File: config.mk
export PLATFORM = sky130hd
export DESIGN_NAME = gpio_ioc_port
export DESIGN_NICKNAME = d
export VERILOG_FILES = /design/src/rtl/gpio_ioc_pkg.sv /design/src/rtl/gpio_ioc_sync.sv /design/src/rtl/gpio_ioc_detect.sv /design/src/rtl/gpio_ioc_irqdrv.sv /design/src/rtl/gpio_ioc_port.sv
export SDC_FILE = /design/constraint.sdc
export NUM_CORES = 1
export LEC_CHECK = 0
export BUFFER_PORTS_ARGS = -buffer_cell sky130_fd_sc_hd__buf_2
export CAP_MARGIN = 10
export CORE_ASPECT_RATIO = 1.75
export CORE_MARGIN = 1
export CORE_UTILIZATION = 30
export DETAILED_ROUTE_END_ITERATION = 10
export PLACE_DENSITY = 0.44
export SYNTH_ARGS = -nofsm -noshare
export SYNTH_HDL_FRONTEND = slang
export SYNTH_SLANG_ARGS = --single-unit
File: constraint.sdc
create_clock -name clk -period 3.3 [get_ports clk]
set_clock_uncertainty 0.1 [all_clocks]
set_input_delay 0.66 -clock clk [delete_from_list [all_inputs] [get_ports clk]]
set_output_delay 0.66 -clock clk [all_outputs]
set_load 0.1 [all_outputs]
File: src/rtl/gpio_ioc_pkg.sv
package gpio_ioc_pkg;
    localparam int PORT_W = 8;
    localparam int ADDR_W = 4;

    typedef logic [PORT_W-1:0] port_t;

    localparam logic [ADDR_W-1:0] A_DIR  = 4'h0;
    localparam logic [ADDR_W-1:0] A_POL  = 4'h1;
    localparam logic [ADDR_W-1:0] A_IEN  = 4'h2;
    localparam logic [ADDR_W-1:0] A_REF  = 4'h3;
    localparam logic [ADDR_W-1:0] A_MODE = 4'h4;
    localparam logic [ADDR_W-1:0] A_CFG  = 4'h5;
    localparam logic [ADDR_W-1:0] A_PUP  = 4'h6;
    localparam logic [ADDR_W-1:0] A_FLAG = 4'h7;
    localparam logic [ADDR_W-1:0] A_CAP  = 4'h8;
    localparam logic [ADDR_W-1:0] A_PORT = 4'h9;
    localparam logic [ADDR_W-1:0] A_LAT  = 4'hA;

    localparam int CFG_CLRSEL = 0;  // 1: capture read clears
    localparam int CFG_ACTHI  = 1;  // push-pull active-high
    localparam int CFG_ODRAIN = 2;  // open-drain line

    typedef struct packed {
        port_t dir;
        port_t pol;
        port_t ien;
        port_t refv;
        port_t mode;
        port_t cfg;
        port_t pup;
        port_t lat;
        port_t flag;
        port_t cap;
        port_t prev;
        logic  pend;
    } ioc_state_t;
endpackage

File: src/rtl/gpio_ioc_sync.sv
module gpio_ioc_sync #(
    parameter int W      = 8,
    parameter int STAGES = 2
) (
    input  logic         clk,
    input  logic         rst_n,
    input  logic [W-1:0] d,
    output logic [W-1:0] q
);
    logic [W-1:0] chain_q [STAGES];

    always_ff @(posedge clk or negedge rst_n) begin
        if (!rst_n) begin
            for (int s = 0; s < STAGES; s++) chain_q[s] <= '0;
        end else begin
            chain_q[0] <= d;
            for (int s = 1; s < STAGES; s++) chain_q[s] <= chain_q[s-1];
        end
    end

    assign q = chain_q[STAGES-1];
endmodule

File: src/rtl/gpio_ioc_detect.sv
module gpio_ioc_detect #(
    parameter int W = 8
) (
    input  logic [W-1:0] lvl,
    input  logic [W-1:0] prev,
    input  logic [W-1:0] refv,
    input  logic [W-1:0] mode,
    input  logic [W-1:0] ien,
    output logic [W-1:0] hit,
    output logic [W-1:0] first
);
    // per-pin event: level-vs-reference or level-vs-previous
    for (genvar i = 0; i < W; i++) begin : g_pin
        assign hit[i] = ien[i] & (mode[i] ? (lvl[i] ^ refv[i]) : (lvl[i] ^ prev[i]));
    end

    // isolate the lowest set bit
    assign first = hit & (~hit + 1'b1);
endmodule

File: src/rtl/gpio_ioc_irqdrv.sv
module gpio_ioc_irqdrv (
    input  logic active,
    input  logic act_high,
    input  logic open_drain,
    output logic line_o,
    output logic line_oe
);
    always_comb begin
        if (open_drain) begin
            line_o  = 1'b0;
            line_oe = active;
        end else begin
            line_o  = act_high ? active : ~active;
            line_oe = 1'b1;
        end
    end
endmodule

File: src/rtl/gpio_ioc_port.sv
module gpio_ioc_port
    import gpio_ioc_pkg::*;
(
    input  logic              clk,
    input  logic              rst_n,
    input  logic              bus_wr,
    input  logic              bus_rd,
    input  logic [ADDR_W-1:0] bus_addr,
    input  logic [PORT_W-1:0] bus_wdata,
    output logic [PORT_W-1:0] bus_rdata,
    input  logic [PORT_W-1:0] pin_in,
    output logic [PORT_W-1:0] pin_out,
    output logic [PORT_W-1:0] pin_oe,
    output logic [PORT_W-1:0] pull_en,
    output logic              irq_o,
    output logic              irq_oe
);
    ioc_state_t st_d, st_q;
    port_t      pin_s;
    port_t      hit, first;
    logic       clr;

    gpio_ioc_sync #(.W(PORT_W), .STAGES(2)) u_sync (
        .clk  (clk),
        .rst_n(rst_n),
        .d    (pin_in),
        .q    (pin_s)
    );

    gpio_ioc_detect #(.W(PORT_W)) u_detect (
        .lvl  (pin_s),
        .prev (st_q.prev),
        .refv (st_q.refv),
        .mode (st_q.mode),
        .ien  (st_q.ien),
        .hit  (hit),
        .first(first)
    );

    gpio_ioc_irqdrv u_irqdrv (
        .active    (st_q.pend),
        .act_high  (st_q.cfg[CFG_ACTHI]),
        .open_drain(st_q.cfg[CFG_ODRAIN]),
        .line_o    (irq_o),
        .line_oe   (irq_oe)
    );

    always_comb begin
        clr  = bus_rd && (bus_addr == (st_q.cfg[CFG_CLRSEL] ? A_CAP : A_PORT));
        st_d = st_q;
        st_d.prev = pin_s;
        if (bus_wr) begin
            case (bus_addr)
                A_DIR:          st_d.dir  = bus_wdata;
                A_POL:          st_d.pol  = bus_wdata;
                A_IEN:          st_d.ien  = bus_wdata;
                A_REF:          st_d.refv = bus_wdata;
                A_MODE:         st_d.mode = bus_wdata;
                A_CFG:          st_d.cfg  = bus_wdata;
                A_PUP:          st_d.pup  = bus_wdata;
                A_PORT, A_LAT:  st_d.lat  = bus_wdata;
                default:        ;
            endcase
        end
        if (clr) begin
            st_d.pend = 1'b0;
            st_d.flag = '0;
        end
        if (!st_d.pend && (|hit)) begin
            st_d.pend = 1'b1;
            st_d.flag = first;
            st_d.cap  = pin_s ^ st_q.pol;
        end
    end

    always_ff @(posedge clk or negedge rst_n) begin
        if (!rst_n) begin
            st_q     <= '0;
            st_q.dir <= '1;
        end else begin
            st_q <= st_d;
        end
    end

    always_comb begin
        case (bus_addr)
            A_DIR:   bus_rdata = st_q.dir;
            A_POL:   bus_rdata = st_q.pol;
            A_IEN:   bus_rdata = st_q.ien;
            A_REF:   bus_rdata = st_q.refv;
            A_MODE:  bus_rdata = st_q.mode;
            A_CFG:   bus_rdata = st_q.cfg;
            A_PUP:   bus_rdata = st_q.pup;
            A_FLAG:  bus_rdata = st_q.flag;
            A_CAP:   bus_rdata = st_q.cap;
            A_PORT:  bus_rdata = pin_s ^ st_q.pol;
            A_LAT:   bus_rdata = st_q.lat;
            default: bus_rdata = '0;
        endcase
    end

    assign pin_out = st_q.lat;
    assign pin_oe  = ~st_q.dir;
    assign pull_en = st_q.pup;
endmodule

* Word level (Yosys, flattened, before mapping)
Cells that the tools add are included.
** Cells by class
- Multiplexer cells :: 17
- Equality and inequality tests :: 11
- Add/subtract/negate cells :: 1
- Bitwise gates (word level) :: 29
- Reduce and logical (&&, ||, !) cells :: 15
** Operator list (number)
- case mux 8 bit (11 select lines) :: 1
- equality test 4 x 3 -> 1 bit (second input constant) :: 4
- 2-to-1 mux 16 bit :: 1
- inverter 8 bit :: 2
- AND reduction 2 bit :: 8
- XOR 1 bit :: 16
- 2-to-1 mux 1 bit :: 14
- equality test 4 bit (second input constant) :: 3
- adder 8 x 1 -> 8 bit (second input constant) :: 1
- bitwise AND 1 bit :: 8
- bitwise AND 8 bit :: 1
- equality test 4 x 2 -> 1 bit (second input constant) :: 2
- 2-to-1 mux 8 bit :: 1
- OR reduction 8 bit :: 1
- XOR 8 bit :: 1
- equality test 4 x 1 -> 1 bit (second input constant) :: 1
- equality test 4 bit :: 1
- logical NOT 4 bit :: 1
- logical AND 1 bit :: 2
- nonzero test 2 bit :: 1
- OR reduction 2 bit :: 1
- logical NOT 1 bit :: 1
- inverter 1 bit :: 1
** Storage, ports and cells
- Input bits :: 24
- Register bits :: 105
- Logic and storage cells :: 87

* Logic depth before layout (Yosys ltp)
- Word-level depth :: 7
- Gate-level depth with buffers :: 8
- Gate-level depth less buffers :: 5

* Modules after synthesis
A second synthesis with hierarchy kept.
** Unflattened totals
- Cells, all modules :: 435
- Area total of the unflattened synthesis :: 5337.6 µm²
** By module, submodules not included
- gpio_ioc_port :: cells each 360, times used 1, area each 4506.8 µm², sequential area each 2237.1 µm²
- gpio_ioc_sync :: cells each 24, times used 1, area each 460.4 µm², sequential area each 400.4 µm²
- gpio_ioc_detect :: cells each 48, times used 1, area each 351.6 µm², sequential area each 0.0 µm²
- gpio_ioc_irqdrv :: cells each 3, times used 1, area each 18.8 µm², sequential area each 0.0 µm²

* Worst setup path after synthesis
OpenSTA, ideal clock, no wires.
- Path type :: input to output
- From :: in bus_addr[0]
- To :: out bus_rdata[3]
- Cell stages on the path :: 7
- Slack :: -1055 ps
- Required time :: 2540 ps
- Arrival time :: 3595 ps
- Buffers on the path :: 3
- Path through :: buf_2 > buf_2 > buf_2 > nand3_1 > o21ai_0 > a21oi_1 > o21ai_0
** Between the ends
- Longest elaborated chain between the ends :: 2
- Elaborated cells between the ends (all ways) :: 12
- Classes of those cells :: 10 x eq/ne; 1 x mux; 1 x reduce/logical
** RTL lines
- start, declared :: RTL line gpio_ioc_port.sv:8 : input logic [ADDR_W-1:0] bus_addr,
- equality test 4 bit, or another cell as far along :: RTL line gpio_ioc_port.sv:86 : case (bus_addr)
- case mux 8 bit (11 select lines) * :: RTL line gpio_ioc_port.sv:86
- end, declared :: RTL line gpio_ioc_port.sv:10 : output logic [PORT_W-1:0] bus_rdata,
Mark *: on every way between the ends. The rest lies on a longest branch, timed or not.

* Worst setup path in the final report
- From :: in bus_addr[0]
- To :: out bus_rdata[1]
Same word-level chain as after synthesis.

==> results.md <==
* Status: finished clean
* Vias per Instance at 4.971
* Max Cap Violations at 0
* Worst skew pair latency at 0.35 ns
* Period utilization at 94.77%
* Reg2reg path depth at 7
* Pwr per Cell Area at 731.5 mW/mm²
* Largest stage delay on the critical path at 0.49 ns
* Slew of the pin with the lowest slew margin at 0.8180 ns
* WHS at 0.2097 ns
* # fillers at 1634
* Layout overhead on the synthesized area at 19.61%
* R2R Path Start: st_q[50]
* CP Launch Type: input pin
* Detail Route Antenna Nets at 0
* Async S/R FF share, synth at 100.0%
* Final setup fails at 0
* Clock sink total at 105
* Post-synth EDFFs at 0
* RSZ-0062 raised after global routing: false
* Die area at 0.01756 mm²
* TNS Setup at 0 ns
* CP top delay family: simple AND/OR/NAND/NOR gates
* Fmax at 0.3198 GHz
* First-pass DRT Iterations at 4
* IO Pins at 58
* Synth area leader: dfrtp_1
* Die Span Y at 174.5 µm
* Post-synth top area share at 47.56%
* Crit-path cells: buf_2, buf_12, nand2b_1, nor2_1, a221oi_1, o211ai_1, buf_12
* Crit path kind: input pin to output pin
* CTS Hold Bufs at 0
* Post-cts resize count at 0
* Switching power share of the total at 40.75%
* Worst-path fanout max at 25
* ANT cells at 0
* Tot GR Track Use at 18.03%
* CTS max path bufs at 2
* Final HPWL DP at 10770 µm
* IO Port Bufs at 57
* Remaining Overflow, GRT at 0
* Seq pwr share at 40.8%
* Final Hold Vio Count at 0
* # Post-CTS Setup Buffers at 0
* Die Width at 100.6 µm
* HP Class: input pin to asynchronous set/reset pin
* Synth cell types at 51
* Average wire per cell in the routed design at 20.76 µm
* Period minus WS final at 3.127 ns
* Synth Area per Inst at 12.09 µm²
* Initial antenna violation count at 0
* CTS Buf Count at 9
* Largest net degree at the start of global routing at 63
* VDD IR max at 0.3343 mV
* WL final at 14780 µm
* Vias in the first global route at 3672
* Setup slack, reg-to-reg at 1.10 ns
* Worst endpoint data arrival time at 2.37 ns
* Core Box Area at 0.01652 mm²
* Synth Register Bits at 105
* Worst EP required at 2.54 ns
* CTS H-tree lvls at 3
* Final Max Slew Viols at 0
* Mapped Nets at 446
* Cells after Synth at 422
* Setup crit end: bus_rdata[1]
* Critical Path Source: bus_addr[0]
* Worst-path clk slew at 0.07 ns
* Crit. End Element: output pin
* CP dominant cell by count: buf_12
* Initial Util at 30.89%
* Main area contributors after synthesis: dfrtp_1 48%, mux2_2 16%, mux2i_1 4.5%, dfstp_2 4.1%, nand2_1 2.6%
* Buf/Inv on CP at 3
* Sequential share of the synthesized area at 51.68%
* CTS tree: done
* Crit-path slowest cell: nor2_1
* Yosys warns at 0
* RR Endpoint: st_q[14]
* Post-route DRC at 0
* Clock Power Share at 23.2%
* Mapped Area at 0.005104 mm²
* Pint at 2.646 mW
* Psw at 1.820 mW
* Routed via count at 3539
* CP Depth at 7
* Leakage at 2.656 nW
* Main synth FF type: dfrtp_1
* DR iter-0 viols at 184
* Nets at 507
* Clock root buffer: clkbuf_16
* Routability Congestion at 0.8169
* Logic pwr share at 36.0%
* First-pass GRT wire length at 22750 µm
* Relative max-transition margin at 45.10%
* Row count at 62
* Layout cell share with drive strength beyond 1 at 40.78%
[power by group through the flow]
stage / combinational [mW] / sequential (mW) / clock (mW)
after global routing: 1.70 / 1.86 / 1.12
after detailed placement: 1.62 / 1.85 / 0
after floorplan: 1.35 / 1.74 / 0
after CTS: 1.62 / 1.83 / 1.07
after global placement: 1.60 / 1.85 / 0
final: 1.61 / 1.82 / 1.04
[per-stage QoR]
stage | area, µm² | setup slack, ns | power, mW | util, % | std cells
floorplan | 5199 | -0.2033 | 3.096 | - | 422
global placement | 5823 | 0.2263 | 3.452 | 35.24 | 696
detailed placement | 5823 | 0.2028 | 3.466 | 35.24 | 696
CTS | 6105 | 0.2026 | 4.514 | 36.95 | 712
global route | 6105 | 0.09132 | 4.680 | 36.95 | 712
finish | 6105 | 0.1727 | 4.466 | 36.95 | 712
[kinds of logic (layout without fill, tap and decap cells)]
family,after synthesis,in the layout,share of synthesized area [%]
compound gates,55,55,7.355
xor+xnor,9,9,1.545
buf+inv,43,109,4.682
flops,105,105,51.68
mux,104,104,23.63
simple gates,106,106,11.11
[Yosys cell counts (2+ instances only)]
master and number:
nand3_1 12, nor3_1 5, a22oi_1 5, nor3b_1 3
nor2_1 14, nand2_1 35, a221oi_1 4, buf_4 17
o22ai_1 5, dfrtp_1 97, o211ai_1 5, a2111oi_0 2
a22o_1 3, inv_1 10, xor2_1 8, or2_2 2
o32ai_1 2, dfstp_2 8, nand2b_1 13, buf_2 5
nor4_1 2, nor2b_1 7, mux4_2 4, mux2_2 72
a21oi_1 7, clkbuf_1 9, and3_1 2, mux2i_1 23
o21ai_0 14, mux2_4 5, nand3b_1 2
[registers in the layout (all words and copies together) (netlist names)]
register        cells
st_q               73
u_sync.q            8
pull_en             8
pin_out             8
u_sync.chain_q      8
[layout make-up]
cell class                 instances  area (µm²)  share of cell area (%)
sequential                       105        2638                   43.21
multi-input combinational        274        2240                   36.69
timing repair buffer              83       628.1                   10.29
tap                              224       280.3                   4.591
clock buffer                      11       242.7                   3.976
clock inverter                     5       38.79                  0.6354
inverter                          10       37.54                  0.6149
[worst min-delay path by stage]
stage,start,slack [ns],cells after the start,end
finish,rst_n,0.21,1,u_sync.chain_q[12]
global route,rst_n,0.25,1,pin_out[4]
CTS,rst_n,0.23,1,u_sync.chain_q[12]
detailed placement,u_sync.chain_q[9],0.24,0,u_sync.q[1]
global placement,u_sync.chain_q[9],0.24,0,u_sync.q[1]
floorplan,u_sync.chain_q[8],0.23,0,u_sync.q[0]
[cells in the final DEF (no fill, tap or decap), types with 2 or more instances in the layout]
master,netlist,routed
dfrtp_1,97,97
mux2_2,72,72
buf_2,5,48
nand2_1,35,35
buf_4,17,25
mux2i_1,23,23
nor2_1,14,14
nand2b_1,13,13
nand3_1,12,12
o21ai_0,14,12
buf_12,0,10
inv_1,10,9
clkbuf_16,0,9
xor2_1,8,8
dfstp_2,8,8
a21oi_1,7,7
nor3_1,5,5
o211ai_1,5,5
nor2b_1,7,5
a22oi_1,5,5
o22ai_1,5,5
mux2_4,5,5
mux4_2,4,4
a221oi_1,4,4
nor3b_1,3,3
o21ai_1,1,3
a22o_1,3,3
nand3b_1,2,2
a2111oi_0,2,2
and3_1,2,2
o32ai_1,2,2
nor4_1,2,2
inv_6,0,2
[layer usage]
metal | share of wire (%) | global-route usage (%)
met1 | 43 | 23.07
met2 | 53 | 31.11
met3 | 2.4 | 2.091
met4 | 1.6 | 6.159
met5 | 0 | 0
[worst register-to-register path, cell delays in order, from the launching register on]
cell     delay [ns]
dfrtp_1        0.38
mux2i_1        0.24
mux2i_1        0.11
buf_4          0.17
nor4_4         0.46
a21oi_2        0.12
buf_4          0.20
mux2_4         0.30
Power figures use the tool's default switching activity.
